--- config.mk ---
export PLATFORM = sky130hd
export DESIGN_NAME = ddr_powerup_seq
export DESIGN_NICKNAME = d
export VERILOG_FILES = /design/src/rtl/ddr_powerup_pkg.sv /design/src/rtl/ddr_powerup_step_rom.sv /design/src/rtl/ddr_powerup_pin_enc.sv /design/src/rtl/ddr_powerup_seq.sv
export SDC_FILE = /design/constraint.sdc
export NUM_CORES = 1
export LEC_CHECK = 0
export BUFFER_PORTS_ARGS = -buffer_cell sky130_fd_sc_hd__buf_2
export CORE_UTILIZATION = 40
export DETAILED_ROUTE_END_ITERATION = 10
export GPL_ROUTABILITY_DRIVEN = 0
export SYNTH_ARGS = -nofsm -noshare
export SYNTH_HDL_FRONTEND = slang
export SYNTH_HIERARCHICAL = 1
export SYNTH_SLANG_ARGS = --single-unit
export TNS_END_PERCENT = 1
--- constraint.sdc ---
create_clock -name clk -period 3.9 [get_ports clk]
set_clock_uncertainty 0.2 [all_clocks]
set_input_delay 0.195 -clock clk [delete_from_list [all_inputs] [get_ports clk]]
set_output_delay 0.195 -clock clk [all_outputs]
set_load 0.05 [all_outputs]
--- src/rtl/ddr_powerup_pkg.sv ---
package ddr_powerup_pkg;

    typedef enum logic [1:0] {
        PH_PWRUP,
        PH_ISSUE,
        PH_WAIT,
        PH_DONE
    } phase_e;

    typedef enum logic [2:0] {
        CMD_DESEL,
        CMD_NOP,
        CMD_PREALL,
        CMD_LOADMR,
        CMD_REFRESH
    } cmd_e;

    localparam int NUM_STEPS = 8;
    localparam int STEP_W    = $clog2(NUM_STEPS);

    function automatic int max5(int a, int b, int c, int d, int e);
        int m;
        m = a;
        if (b > m) m = b;
        if (c > m) m = c;
        if (d > m) m = d;
        if (e > m) m = e;
        return m;
    endfunction

endpackage

--- src/rtl/ddr_powerup_step_rom.sv ---
module ddr_powerup_step_rom
    import ddr_powerup_pkg::*;
#(
    parameter int ADDR_W    = 13,
    parameter int BA_W      = 2,
    parameter int CNT_W     = 8,
    parameter int WAIT_CKE  = 20,
    parameter int WAIT_PRE  = 4,
    parameter int WAIT_MRD  = 2,
    parameter int WAIT_LOAD = 200,
    parameter int WAIT_REF  = 4
) (
    input  logic [STEP_W-1:0] step,
    output cmd_e              cmd,
    output logic [ADDR_W-1:0] addr,
    output logic [BA_W-1:0]   ba,
    output logic [CNT_W-1:0]  wait_len,
    output logic              is_last
);

    always_comb begin
        cmd      = CMD_NOP;
        addr     = '0;
        ba       = '0;
        wait_len = CNT_W'(WAIT_CKE);
        is_last  = 1'b0;
        unique case (step)
            3'd0: begin
                cmd      = CMD_NOP;
                wait_len = CNT_W'(WAIT_CKE);
            end
            3'd1, 3'd4: begin
                cmd      = CMD_PREALL;
                addr     = ADDR_W'('h400);
                wait_len = CNT_W'(WAIT_PRE);
            end
            3'd2: begin
                cmd      = CMD_LOADMR;
                ba       = BA_W'(1);
                wait_len = CNT_W'(WAIT_MRD);
            end
            3'd3: begin
                cmd      = CMD_LOADMR;
                addr     = ADDR_W'('h132);
                wait_len = CNT_W'(WAIT_LOAD);
            end
            3'd5, 3'd6: begin
                cmd      = CMD_REFRESH;
                wait_len = CNT_W'(WAIT_REF);
            end
            default: begin
                cmd      = CMD_LOADMR;
                addr     = ADDR_W'('h032);
                wait_len = CNT_W'(WAIT_LOAD);
                is_last  = 1'b1;
            end
        endcase
    end

endmodule

--- src/rtl/ddr_powerup_pin_enc.sv ---
module ddr_powerup_pin_enc
    import ddr_powerup_pkg::*;
(
    input  cmd_e cmd,
    output logic cs_n,
    output logic ras_n,
    output logic cas_n,
    output logic we_n
);

    always_comb begin
        unique case (cmd)
            CMD_NOP:     {cs_n, ras_n, cas_n, we_n} = 4'b0111;
            CMD_PREALL:  {cs_n, ras_n, cas_n, we_n} = 4'b0010;
            CMD_LOADMR:  {cs_n, ras_n, cas_n, we_n} = 4'b0000;
            CMD_REFRESH: {cs_n, ras_n, cas_n, we_n} = 4'b0001;
            default:     {cs_n, ras_n, cas_n, we_n} = 4'b1111;
        endcase
    end

endmodule

--- src/rtl/ddr_powerup_seq.sv ---
module ddr_powerup_seq
    import ddr_powerup_pkg::*;
#(
    parameter int ADDR_W    = 13,
    parameter int BA_W      = 2,
    parameter int WAIT_CKE  = 20,
    parameter int WAIT_PRE  = 4,
    parameter int WAIT_MRD  = 2,
    parameter int WAIT_LOAD = 200,
    parameter int WAIT_REF  = 4
) (
    input  logic              clk,
    input  logic              rst,
    output logic              cke,
    output logic              cs_n,
    output logic              ras_n,
    output logic              cas_n,
    output logic              we_n,
    output logic [ADDR_W-1:0] addr,
    output logic [BA_W-1:0]   ba,
    output logic              done
);

    localparam int MAX_WAIT = max5(WAIT_CKE, WAIT_PRE, WAIT_MRD, WAIT_LOAD, WAIT_REF);
    localparam int CNT_W    = (MAX_WAIT < 1) ? 1 : $clog2(MAX_WAIT + 1);

    typedef struct packed {
        phase_e              phase;
        logic [STEP_W-1:0]   step;
        logic [CNT_W-1:0]    cnt;
    } seq_state_t;

    seq_state_t state_d, state_q;

    cmd_e              rom_cmd;
    logic [ADDR_W-1:0] rom_addr;
    logic [BA_W-1:0]   rom_ba;
    logic [CNT_W-1:0]  rom_wait;
    logic              rom_last;
    cmd_e              pin_cmd;

    ddr_powerup_step_rom #(
        .ADDR_W(ADDR_W), .BA_W(BA_W), .CNT_W(CNT_W),
        .WAIT_CKE(WAIT_CKE), .WAIT_PRE(WAIT_PRE), .WAIT_MRD(WAIT_MRD),
        .WAIT_LOAD(WAIT_LOAD), .WAIT_REF(WAIT_REF)
    ) u_rom (
        .step(state_q.step),
        .cmd(rom_cmd),
        .addr(rom_addr),
        .ba(rom_ba),
        .wait_len(rom_wait),
        .is_last(rom_last)
    );

    // Next-state computation
    always_comb begin
        state_d = state_q;
        unique case (state_q.phase)
            PH_PWRUP: begin
                state_d.phase = PH_ISSUE;
                state_d.step  = '0;
                state_d.cnt   = '0;
            end
            PH_ISSUE: begin
                if (rom_wait != '0) begin
                    state_d.phase = PH_WAIT;
                    state_d.cnt   = rom_wait - CNT_W'(1);
                end else if (rom_last) begin
                    state_d.phase = PH_DONE;
                end else begin
                    state_d.step  = state_q.step + STEP_W'(1);
                end
            end
            PH_WAIT: begin
                if (state_q.cnt != '0) begin
                    state_d.cnt = state_q.cnt - CNT_W'(1);
                end else if (rom_last) begin
                    state_d.phase = PH_DONE;
                end else begin
                    state_d.phase = PH_ISSUE;
                    state_d.step  = state_q.step + STEP_W'(1);
                end
            end
            default: state_d = state_q;
        endcase
    end

    always_ff @(posedge clk) begin
        if (rst) begin
            state_q.phase <= PH_PWRUP;
            state_q.step  <= '0;
            state_q.cnt   <= '0;
        end else begin
            state_q <= state_d;
        end
    end

    // Output decode from registered state
    always_comb begin
        pin_cmd = CMD_NOP;
        addr    = '0;
        ba      = '0;
        if (state_q.phase == PH_PWRUP) begin
            pin_cmd = CMD_DESEL;
        end else if (state_q.phase == PH_ISSUE) begin
            pin_cmd = rom_cmd;
            addr    = rom_addr;
            ba      = rom_ba;
        end
    end

    assign cke  = (state_q.phase != PH_PWRUP);
    assign done = (state_q.phase == PH_DONE);

    ddr_powerup_pin_enc u_enc (
        .cmd(pin_cmd),
        .cs_n(cs_n),
        .ras_n(ras_n),
        .cas_n(cas_n),
        .we_n(we_n)
    );

    // Assertions
    assert_done_sticky_R6: assert property (@(posedge clk) disable iff (rst)
        done |=> done);

    assert_cke_sticky_R7: assert property (@(posedge clk) disable iff (rst)
        cke |=> cke);

    assert_done_idle_R6: assert property (@(posedge clk) disable iff (rst)
        done |-> ({cs_n, ras_n, cas_n, we_n} == 4'b0111 && addr == '0 && ba == '0 && cke));

    assert_no_cmd_before_cke_R1: assert property (@(posedge clk)
        !cke |-> (cs_n && !done));

    assert_loadmr_values_R4: assert property (@(posedge clk) disable iff (rst)
        ({cs_n, ras_n, cas_n, we_n} == 4'b0000) |->
            ((ba == BA_W'(1) && addr == '0) ||
             (ba == '0 && (addr == ADDR_W'('h132) || addr == ADDR_W'('h032)))));

    assert_prech_a10_R4: assert property (@(posedge clk) disable iff (rst)
        ({cs_n, ras_n, cas_n, we_n} == 4'b0010) |-> (addr == ADDR_W'('h400) && ba == '0));

endmodule

-- Word-level counts from Yosys, hierarchy flattened
Index checks and enable logic that the tools add are counted.
- output and inout bits: 21
- register bits after elaboration: 13
- muxes and demuxes: 23
- eq/ne operators: 18
- add/sub/neg operators: 3
- reductions and logical operators: 18
- operators with widths (operator ; number):
    $pmux 13 s3 ; 1
    $pmux 11 s3 ; 1
    $mux 13 ; 2
    $pmux 8 s3 ; 1
    $mux 8 ; 2
    $reduce_bool 8->1 ; 2
    $sub 8x1->8 const B ; 2
    $eq 3x2->1 const B ; 4
    $eq 3x3->1 const B ; 4
    $mux 3 ; 4
    $reduce_or 4->1 ; 3
    $mux 2 ; 5
    $pmux 3 s3 ; 1
    $reduce_and 3->1 ; 3
    $ne 2x2->1 const B ; 4
    $reduce_or 2->1 ; 4
    $reduce_or 7->1 ; 1
    $eq 3x1->1 const B ; 2
    $mux 1 ; 5
    $mux 5 ; 1
    $eq 2x2->1 const B ; 2
    $add 3x1->3 const B ; 1
    $logic_not 3->1 ; 1
    $ne 3x3->1 const B ; 1
    5 further kinds ; 5

-- Depth between registers and ports, before layout
Gate-level depths: netlist (run 1).
- depth after elaboration: 8
- depth in mapped cells: 11

-- Modules after synthesis
The synthesis (run 1) kept the hierarchy.
- by module, submodules not included (module ; instances ; cells an instance ; area an instance (um2) ; sequential area each (um2)):
    ddr_powerup_seq ; 1 ; 138 ; 1091.0 ; 260.2
    ddr_powerup_step_rom ; 1 ; 37 ; 257.7 ; 0.0
    ddr_powerup_pin_enc ; 1 ; 6 ; 40.0 ; 0.0

-- Worst setup path before layout (run 1)
Ideal clock, no wire load.
- path type: reg2out
- start point: reg state_q[11] (netlist name)
- end point: out cas_n
- required time: 3.505 ns
- path buffers: 1
- cell stages (with the launch flop): 8
- slack: 1.103 ns
- arrival: 2.402 ns
- cells stage by stage: dfxtp_1 > inv_1 > ha_1 > inv_1 > clkbuf_1 > o21a_1 > nor2_2 > a22oi_1
- cells in the longest elaborated chain, start to end: 6
- elaborated cells on any way between the ends: 8
- classes of those cells: eq/ne (3); mux (3); reduce/logical (2)
- ends and longest elaborated chain (item ; line ; source):
    start: declaration ; ddr_powerup_seq.sv:33 ; seq_state_t state_d, state_q;
    start signal: assignment ; ddr_powerup_seq.sv:94 ; state_q <= state_d;
    $eq 2x1->1 ; ddr_powerup_seq.sv:105 ; end else if (state_q.phase == PH_ISSUE) begin
    $mux 3 ; ddr_powerup_seq.sv:105 ;
    $mux 3 * ; ddr_powerup_seq.sv:103 ; if (state_q.phase == PH_PWRUP) begin
    via pin_cmd[0] ; ddr_powerup_seq.sv:40 ; cmd_e pin_cmd;
    $eq 3x3->1 or $eq 3x2->1 (tied branches) ; ddr_powerup_pin_enc.sv:12 ; unique case (cmd)
    $reduce_or 2->1 (no line) * ; - ;
    $mux 1 * ; ddr_powerup_pin_enc.sv:12 ;
    end: declaration ; ddr_powerup_seq.sv:17 ; output logic cas_n,
The timed path passes the listed nets; every way through them passes the cells marked *.

-- Final worst setup path (run 1)
- start point: reg state_q[11] (netlist name)
- end point: reg state_q[4] (netlist name)
- cells in the longest elaborated chain, start to end: 3
- elaborated cells on any way between the ends: 8
- classes of those cells: eq/ne (4); mux (1); reduce/logical (3)
- ends and longest elaborated chain (item ; line ; source):
    $eq 2x2->1, or another cell as far along ; ddr_powerup_seq.sv:58 ; unique case (state_q.phase)
    $ne 2x2->1 (no line) or $reduce_bool 3->1 (tied branches) ; - ;
    $reduce_and 3->1 (no line) ; - ;
Parallel ways exist; a longest one is shown, timed or not.
A chain may end at the register's enable or synchronous reset.

==> results of run 1 <==
metal layers:
metal / vias to the layer above / routed length [um]
li1: 609 / -
met1: 532 / 1310
met2: 29 / 1250
met3: 2 / 96
met4: 0 / 21
met5: - / 0
cell type report:
type / count / area share
timing repair buffer: 13 / 0.0465
multi-input combinational: 142 / 0.678
tap: 46 / 0.0411
inverter: 11 / 0.0295
sequential: 13 / 0.186
clock buffer: 4 / 0.0188
where the power goes:
part / switching [mW] / internal [mW] / total (mW)
registers: 0.00631 / 0.136 / 0.143
logic: 0.0686 / 0.0269 / 0.0955
clock network: 0.0426 / 0.0395 / 0.0821
final timing paths:
kind | startpoint | endpoint | cells past startpoint
worst max register to register | state_q[11] | state_q[4] | 9
worst min register to register | state_q[7] | state_q[7] | 2
worst min-delay path | rst | state_q[1] | 2
worst max-delay path | state_q[11] | state_q[4] | 9
critical path, cell delays in order (launching register included):
cell,delay [ns]
dfxtp_1,0.35
inv_1,0.09
ha_1,0.68
mux2i_1,0.27
ha_1,0.25
nor3b_1,0.25
xnor2_1,0.16
nor2_1,0.06
a21oi_1,0.15
o21ai_1,0.07
cells in the final DEF, fill, tap and decap left out, types with 2 or more instances in the layout:
cell type / n
xnor2_1: 6
inv_1: 9
dfxtp_1: 13
nand3b_1: 5
o21ai_0: 2
and3_1: 18
nand3_1: 2
nor3b_1: 2
mux2i_1: 7
a21oi_1: 9
ha_1: 6
nand2_1: 15
inv_2: 2
a31oi_1: 3
xor2_1: 6
clkbuf_4: 3
nand2b_1: 2
conb_1: 11
buf_2: 13
o21a_1: 3
nor2_1: 13
nor3_1: 2
nor3_4: 2
o21ai_1: 6
nor3_2: 2
through the flow:
stage          area, sq um  setup WS [ns]  hold WS [ns]  cells
4_1_cts               1400           1.26        0.0455    229
3_5_place_dp          1370           1.28         0.266    225
5_1_grt               1400           1.06        0.0597    229
2_1_floorplan         1430           1.10         0.184    191
3_3_place_gp          1370           1.28         0.261    225
6_report              1400           1.26        0.0575    229
cells by family (layout without fill, tap and decap cells):
| group | count (synthesis) | after routing | synth area share |
|---|---|---|---|
| simple gates | 71 | 71 | 0.297 |
| fa+ha+maj | 6 | 6 | 0.0541 |
| other cells | 1 | 11 | 0.00270 |
| compound gates | 34 | 34 | 0.166 |
| mux | 8 | 8 | 0.0613 |
| buf+inv | 36 | 28 | 0.156 |
| xor+xnor | 12 | 12 | 0.0757 |
| flops | 13 | 13 | 0.187 |
==> results.tsv, run 1 <==
metric	value	unit
cts_sinks	13	
hold_viol	0	
hold_buffers	0	
grt_pass1_vias	1035	
antenna_left	0	
reg2reg_slack	1.26	ns
dr.pass1.iters	4	
gr-max-usage-layer	met2	
final_util	0.420	
max_cap_violations	0	
setup_viol	0	
clkSlewWorstSetupHoldPaths	0.08	ns
die_y	60.9	um
track_usage	0.155	
synth_enable_flop_cells	0	
yosysTopAreaCellShare	0.187	
drc	0	
cts_tree	built	
diodes	0	
cts_setup_buffers	0	
required	3.86	ns
largest-register	state_q	
wire_per_inst	11.7	um
h-tree-depth	1	
synth_area_leaders	dfxtp_1 19%, buf_4 9.2%, and3_1 8.1%, ha_1 5.4%, mux2i_1 5.0%	
wl	2.68	mm
use_met1	0.193	
synth_warnings	6	
clk_latency	0.27	ns
yosysSeqAreaShare	0.187	
syn_area	1390	sq um
viasPerCell	5.12	
postSynth.asyncResetShare	0	
rsz0062_at_grt	false	
cts_resized	0	
finalMaxSlewViolations	0	
synth-main-ff-cell	dfxtp_1	
worstPathMaxFanout	19	
std_cell_rows	21	
ys_seq_elements	13	
synth_most_common_cell	and3_1	
port-buffer-count	13	
hpwl	2.07	mm
timing.max_slew.rel_slack	0.461	
gr-usage-met3	0.0213	
max_slew.worst_pin.slew	0.808	ns
p_total	320	uW
grt-ovfl-total	0	
cp.arrival	2.60	ns
powerDensity	229	nW/um^2
area_delta_synth_final	0.811	%
yosys.cell_types.count	47	
reg_top3	state_q x13	
drt-initial-drc-count	45	
cts_made_buffers	3	
initial_utilization	0.416	
seqCellArea	260	sq um
die_x	60.9	um
gr-usage-met2	0.265	
fillCellCount	346	
drive_gt1_frac	0.158	
post-route-period-util	0.676	
largest_register_ffs	13	
critPathKind	reg -> reg	
ir_worst_vdd	0.150	mV
leakagePower	0.632	nW
antenna_found_initial	0	
io_pins	23	
grt_pass1_wl	4.38	mm
fp.coreArea	3340	sq um
critPathLaunchType	flop	
multi_input_area	950	sq um
syn_area_per_cell	7.67	sq um
num_vias	1172	
nets	192	
yosysTopAreaCell	dfxtp_1	
status	complete, no violations	
layout_min_cycle_time	2.64	ns
grt_max_degree	22	
cts_root_buf	clkbuf_4	
end_kind	flop	
synthTopCellsByCount	18 x and3_1, 17 x buf_4, 15 x nand2_1, 13 x dfxtp_1, 13 x nor2_1	
hp-class	in -> reg	
dieArea	3710	sq um
synthCells	181	
clock_path_buffers	2	
tns	0	ns
clock.fmax	379	MHz
Power figures use the tool's default switching activity.
==> run 2, diff against run 1 <==
--- a/config.mk
+++ b/config.mk
@@ -5,6 +5,7 @@
 export SDC_FILE = /design/constraint.sdc
 export NUM_CORES = 1
 export LEC_CHECK = 0
+export ABC_AREA = 1
 export BUFFER_PORTS_ARGS = -buffer_cell sky130_fd_sc_hd__buf_2
 export CORE_UTILIZATION = 40
 export DETAILED_ROUTE_END_ITERATION = 10
==> constraint.sdc (replaced) <==
create_clock -name clk -period 2.31 [get_ports clk]
set_clock_uncertainty 0.2 [all_clocks]
set_input_delay 0.1155 -clock clk [delete_from_list [all_inputs] [get_ports clk]]
set_output_delay 0.1155 -clock clk [all_outputs]
set_load 0.05 [all_outputs]
==> run 2 against run 1 <==
  * Setup slack got worse by 1.2 ns
  * Critical path depth stayed put
  * First-iteration DRC count is 18% higher
  * Final cell count is 31% higher
  * Critical endpoint is now cs_n
  * Largest power group is now combinational logic
==> results.tsv, run 2 <==
metric	value	unit	change
fillCellCount	392		was 346
clkSlewWorstSetupHoldPaths	0.09	ns	was 0.08 ns
multi_input_area	935	sq um	was 950 sq um
port-buffer-count	13		unchanged
postSynth.asyncResetShare	0		unchanged
antenna_found_initial	0		unchanged
slowest_delay	0.34	ns	was 0.68 ns
track_usage	0.158		was 0.155
drc	0		unchanged
initial_utilization	0.421		was 0.416
hp-class	reg -> reg		was in -> reg
antenna_left	0		unchanged
synthCells	245		was 181
drive_gt1_frac	0.180		was 0.158
setup_viol	0		unchanged
viasPerCell	4.39		was 5.12
cts_sinks	13		unchanged
yosys.cell_types.count	32		was 47
ir_worst_vdd	0.283	mV	was 0.150 mV
end_kind	output port		was flop
wire_per_inst	9.38	um	was 11.7 um
cts_tree	built		unchanged
h-tree-depth	1		unchanged
powerDensity	445	nW/um^2	was 229 nW/um^2
critPathKind	reg -> out		was reg -> reg
cp.arrival	1.89	ns	was 2.60 ns
finalMaxSlewViolations	0		unchanged
fp.coreArea	3390	sq um	was 3340 sq um
cts_root_buf	clkbuf_4		unchanged
path_common_cell	nor2_1		was ha_1
required	1.99	ns	was 3.86 ns
yosysTopAreaCellShare	0.182		was 0.187
leakagePower	0.668	nW	was 0.632 nW
cts_made_buffers	3		unchanged
synth_warnings	6		unchanged
synth_most_common_cell	nand2_1		was and3_1
clk_latency	0.29	ns	was 0.27 ns
reg_top3	state_q x13		unchanged
dr.pass1.iters	4		unchanged
dpl_worst_slack	0.207	ns	was 1.28 ns
clock.fmax	454	MHz	
std_cell_rows	21		unchanged
ys_seq_elements	13		unchanged
max_slew.worst_pin.slew	0.882	ns	was 0.808 ns
post-route-period-util	0.953		
nets	264		was 192
seqCellArea	260	sq um	unchanged
largest_register_ffs	13		unchanged
rsz0062_at_grt	true		was false
syn_area	1430	sq um	was 1390 sq um
grt_max_degree	20		was 22
crit_slowest_cell	dfxtp_1		was ha_1
synth_enable_flop_cells	0		unchanged
clock_path_buffers	2		unchanged
diodes	0		unchanged
grt_pass1_wl	4.49	mm	was 4.38 mm
drt-initial-drc-count	53		was 45
tns	0	ns	unchanged
die_x	61.7	um	was 60.9 um
hold_viol	0		unchanged
yosysSeqAreaShare	0.182		was 0.187
fin_ws	0.109	ns	was 1.26 ns
layout_common_cells	65 x nand2_1, 46 x nor2_1, 28 x inv_1		was 18 x and3_1, 15 x nand2_1, 13 x nor2_1, 13 x buf_2, 13 x dfxtp_1
timing.max_slew.rel_slack	0.410		was 0.461
synth-main-ff-cell	dfxtp_1		unchanged
synthTopCellsByCount	65 x nand2_1, 48 x nor2_1, 28 x inv_1, 16 x buf_4		was 18 x and3_1, 17 x buf_4, 15 x nand2_1, 13 x dfxtp_1, 13 x nor2_1
synth_area_leaders	dfxtp_1 18%, nand2_1 17%, nor2_1 13%, buf_4 8.4%, inv_1 7.4%		was dfxtp_1 19%, buf_4 9.2%, and3_1 8.1%, ha_1 5.4%, mux2i_1 5.0%
layout_commonest_cell	nand2_1		was and3_1
largest-register	state_q		unchanged
p_total	673	uW	was 320 uW
max_cap_violations	0		unchanged
yosysTopAreaCell	dfxtp_1		unchanged
syn_area_per_cell	5.83	sq um	was 7.67 sq um
dieArea	3810	sq um	was 3710 sq um
area_delta_synth_final	5.96	%	was 0.811%
wl	2.82	mm	was 2.68 mm
worstPathMaxFanout	9		was 19
die_y	61.7	um	was 60.9 um
grt_pass1_vias	1081		was 1035
io_pins	23		unchanged
hpwl	2.14	mm	was 2.07 mm
grt-ovfl-total	0		unchanged
num_vias	1321		was 1172
layout_min_cycle_time	2.20	ns	
cp_cell_sequence	inv_1 > ha_2 > inv_1 > nor2_1 > nor2_2 > nor2_1 > nor2_1 > nor2_1 > clkbuf_4		was inv_1 > ha_1 > mux2i_1 > ha_1 > nor3b_1 > xnor2_1 > nor2_1 > a21oi_1 > o21ai_1
critPathLaunchType	flop		unchanged
status	complete, no violations		unchanged
## run 2: cell types whose count changed in the layout (fill, tap and decap cells not counted), sizes merged, moves of 3 or more
cell | previous run | this run
a31oi | 3 | 0
inv | 11 | 31
o21ai | 8 | 14
nor2 | 14 | 53
xor2 | 6 | 0
nor3 | 6 | 0
mux2i | 7 | 1
xnor2 | 6 | 1
and3 | 18 | 0
nand2 | 15 | 68
buf | 13 | 16
nand3 | 3 | 13
a21oi | 9 | 14
## run 2: kinds of logic (layout without fill, tap and decap cells)
family                   Yosys count  in the layout  synth area share
adder cells (fa/ha/maj)            6              6            0.0526
other                              1             11           0.00263
AND/OR/NAND/NOR                  138            138             0.414
buffers and inverters             54             54             0.198
XOR/XNOR                           1              1           0.00614
multiplexers                       1              1           0.00701
AO/OA/AOI/OAI                     31             31             0.138
flip-flops                        13             13             0.182
## run 2: what timing repair did
item	4_1_cts	5_1_grt
setup endpoints to repair	3	5
buffers inserted	0	0
gates resized for setup	2	5
hold buffers	1	0
hold endpoints to repair	11	0
## run 2: stage by stage
| step | instances | util | hold WS (ns) | cell area (sq um) |
|---|---|---|---|---|
| finish | 301 | 0.446 | 0.285 | 1510 |
| global route | 301 | 0.446 | 0.311 | 1510 |
| CTS | 301 | 0.443 | 0.285 | 1500 |
| floorplan | 255 | - | -0.0154 | 1470 |
| detailed placement | 296 | 0.430 | 0.264 | 1460 |
| global placement | 296 | 0.430 | 0.262 | 1460 |
## run 2: critical path: cells and delay by family (launching register included)
kind          cells  cell delay, ns
flops             1            0.34
buf+inv           3            0.47
fa+ha+maj         1            0.28
simple gates      5            0.50
## run 2: report_power, final
part	total (mW)	internal, mW	switching, mW
registers	0.243	0.234	0.00885
clock network	0.154	0.0672	0.0869
logic	0.276	0.0772	0.199
total	0.673	0.378	0.295
## run 2: worst paths after layout
kind                             startpoint    endpoint  slack [ns]  cells after the start
worst max register to register   state_q[9]  state_q[7]        0.26                     10
worst min-delay path             state_q[2]  state_q[2]        0.28                      2
worst min register to register   state_q[2]  state_q[2]        0.28                      2
worst max-delay path            state_q[12]        cs_n        0.11                      9
## run 2: cell type report
| type | count | area share |
|---|---|---|
| multi-input combinational | 188 | 0.618 |
| sequential | 13 | 0.172 |
| timing repair buffer | 19 | 0.0778 |
| inverter | 31 | 0.0769 |
| tap | 46 | 0.0380 |
| clock buffer | 4 | 0.0174 |
## run 2: routing by layer
layer | up-vias | part of all wire | track usage | wire length (um)
met4 | 0 | 0.018 | 0.0667 | 51
met2 | 22 | 0.42 | 0.250 | 1170
met5 | - | 0 | 0 | 0
met1 | 542 | 0.54 | 0.216 | 1520
li1 | 752 | - | - | -
met3 | 5 | 0.027 | 0.0186 | 77
==> run 3, diff against run 2 <==
--- a/config.mk
+++ b/config.mk
@@ -8,8 +8,11 @@
 export ABC_AREA = 1
 export BUFFER_PORTS_ARGS = -buffer_cell sky130_fd_sc_hd__buf_2
 export CORE_UTILIZATION = 40
+export CTS_BUF_LIST = sky130_fd_sc_hd__clkbuf_8
 export DETAILED_ROUTE_END_ITERATION = 10
 export GPL_ROUTABILITY_DRIVEN = 0
+export HOLD_SLACK_MARGIN = 0.05
+export PLACE_DENSITY_LB_ADDON = 0.15
 export SYNTH_ARGS = -nofsm -noshare
 export SYNTH_HDL_FRONTEND = slang
 export SYNTH_HIERARCHICAL = 1
==> run 3 against run 2 <==
  * Register-to-register slack got worse by 0.10 ns
  * First-iteration DRC count is 25% lower
  * Flip-flop and latch count is the same
  * Global-route usage grew 0.56 points
  * Design area increased by 1.2%
  * Routed wire length up 0.43%
  * Count of clock-buffer cells in the layout shrank 1
  * Die area is the same
  * Power up 7.7%
  * Final cell count is 0.66% higher
  * Core utilization rose by 0.55 points
  * Largest power group unchanged
==> results.tsv, run 3 (synthesis gave the netlist of run 2 again) <==
metric	value	unit	change
dr.pass1.iters	4		unchanged
timing.max_slew.rel_slack	0.408		was 0.410
num_vias	1341		was 1321
hold_viol	0		unchanged
tns	0	ns	unchanged
status	complete, no violations		unchanged
layout_min_cycle_time	2.15	ns	was 2.20 ns
crit_cells	10		was 9
clk_latency	0.24	ns	was 0.29 ns
hpwl	2.27	mm	was 2.14 mm
h-tree-depth	1		unchanged
layout_commonest_cell	nand2_1		unchanged
clock.fmax	465	MHz	was 454 MHz
nets	266		was 264
required	2.28	ns	was 1.99 ns
cts_root_buf	clkbuf_8		was clkbuf_4
antenna_left	0		unchanged
min_from	state_q[1]		was state_q[2]
path_common_cell	nand2_1		was nor2_1
rsz0062_at_grt	false		was true
grt_max_degree	13		was 20
r2r_start	state_q[11]		was state_q[9]
die_y	61.7	um	unchanged
drive_gt1_frac	0.171		was 0.180
viasPerCell	4.43		was 4.39
end_kind	flop		was output port
hold_end	state_q[1]		was state_q[2]
port-buffer-count	13		unchanged
clkSlewWorstSetupHoldPaths	0.06	ns	was 0.09 ns
worst_hold_path.num_cells	2		unchanged
cts_made_buffers	3		unchanged
clock_path_buffers	2		unchanged
ir_worst_vdd	0.273	mV	was 0.283 mV
reg2reg_depth	10		unchanged
cp_top_family	simple AND/OR/NAND/NOR gates		unchanged
crit_buf_inv	2		was 3
cp.arrival	2.13	ns	was 1.89 ns
crit_slowest_cell	dfxtp_1		unchanged
cts_tree	built		unchanged
reg2reg_slack	0.16	ns	was 0.26 ns
max_cap_violations	0		unchanged
track_usage	0.163		was 0.158
std_cell_rows	21		unchanged
powerDensity	473	nW/um^2	was 445 nW/um^2
io_pins	23		unchanged
critPathKind	reg -> reg		was reg -> out
max_slew.worst_pin.slew	0.884	ns	was 0.882 ns
area_delta_synth_final	7.27	%	was 5.96%
drc	0		unchanged
instances_no_fill	303		was 301
post-route-period-util	0.931		was 0.953
critPathLaunchType	flop		unchanged
die_x	61.7	um	unchanged
wire_per_inst	9.35	um	was 9.38 um
largest-register	state_q		unchanged
rr_endpoint	state_q[6]		was state_q[7]
largest_register_ffs	13		unchanged
drt-initial-drc-count	40		was 53
antenna_found_initial	0		unchanged
hp-class	reg -> reg		unchanged
grt-ovfl-total	0		unchanged
dp_cells	298		was 296
dieArea	3810	sq um	unchanged
slowest_delay	0.36	ns	was 0.34 ns
initial_utilization	0.421		unchanged
reg_top3	state_q x13		unchanged
fp.coreArea	3390	sq um	unchanged
cts_sinks	13		unchanged
diodes	0		unchanged
grt_pass1_wl	4.57	mm	was 4.49 mm
fillCellCount	377		was 392
grt_pass1_vias	1046		was 1081
layout_common_cells	65 x nand2_1, 48 x nor2_1, 29 x inv_1		was 65 x nand2_1, 46 x nor2_1, 28 x inv_1
cp_cell_sequence	inv_1 > ha_1 > buf_4 > o21ai_1 > nand2_1 > nor2_2 > nand2_1 > nand2_1 > nand3_1 > a21oi_1		was inv_1 > ha_2 > inv_1 > nor2_1 > nor2_2 > nor2_1 > nor2_1 > nor2_1 > clkbuf_4
setup_viol	0		unchanged
finalMaxSlewViolations	0		unchanged
worstPathMaxFanout	11		was 9
cts_setup_buffers	0		unchanged
wl	2.83	mm	was 2.82 mm
leakagePower	0.691	nW	was 0.668 nW
run 3: cell types whose count changed in the layout (fill, tap and decap cells not counted):
cell / delta
nor2_2: -2
clkbuf_4: -5
clkbuf_1: -1
ha_2: -2
inv_1: +1
ha_1: +2
nor2_1: +2
buf_2: +2
buf_4: +2
clkbuf_8: +3
run 3: metrics by stage:
stage                     utilization  setup slack (ns)  area (sq um)  hold WS, ns  total power [mW]
final                           0.452             0.159          1530        0.278             0.725
after global routing            0.452            0.0146          1530        0.311             0.780
after global placement          0.435             0.275          1470        0.256             0.528
after floorplan                     -             0.206          1470      -0.0154             0.485
after CTS                       0.451             0.102          1530        0.282             0.729
after detailed placement        0.435             0.194          1470        0.257             0.524
run 3: where the power goes:
group	switching [mW]	internal (mW)	total, mW
registers	0.00867	0.234	0.243
logic	0.201	0.0793	0.280
clock network	0.0844	0.117	0.202
total	0.294	0.431	0.725
run 3: worst max path at each step:
stage / from / endpoint
2_1_floorplan: state_q[12] / cs_n
6_report: state_q[11] / state_q[6]
3_5_place_dp: state_q[11] / state_q[6]
5_1_grt: state_q[11] / state_q[6]
4_1_cts: state_q[12] / cs_n
3_3_place_gp: state_q[11] / state_q[6]
run 3: worst min-delay path, cell delays in order, from the launching register on:
cell and delay, ns:
dfxtp_1 0.32, nand2_1 0.06, a21oi_1 0.05
run 3: cell type report:
cell class / count / area (sq um) / share of cell area
Timing Repair Buffer: 21 / 128 / 0.0833
Inverter: 31 / 116 / 0.0760
Clock buffer: 3 / 41.3 / 0.0270
Clock inverter: 1 / 3.75 / 0.00245
Sequential cell: 13 / 260 / 0.170
Multi-Input combinational cell: 188 / 925 / 0.604
Tap cell: 46 / 57.6 / 0.0376
run 3: what timing repair did:
action                                 in CTS  in global routing
hold buffers                                1                  0
endpoints found under the hold margin      11                  0
gates resized for setup                     0                  1
setup endpoints to repair                   0                  2
run 3: metal layers:
| layer | share of wire | routed length [um] | GRT usage |
|---|---|---|---|
| met4 | 0.010 | 29 | 0.0571 |
| met1 | 0.54 | 1530 | 0.239 |
| met5 | 0 | 0 | 0 |
| met3 | 0.032 | 92 | 0.0186 |
| met2 | 0.42 | 1180 | 0.247 |
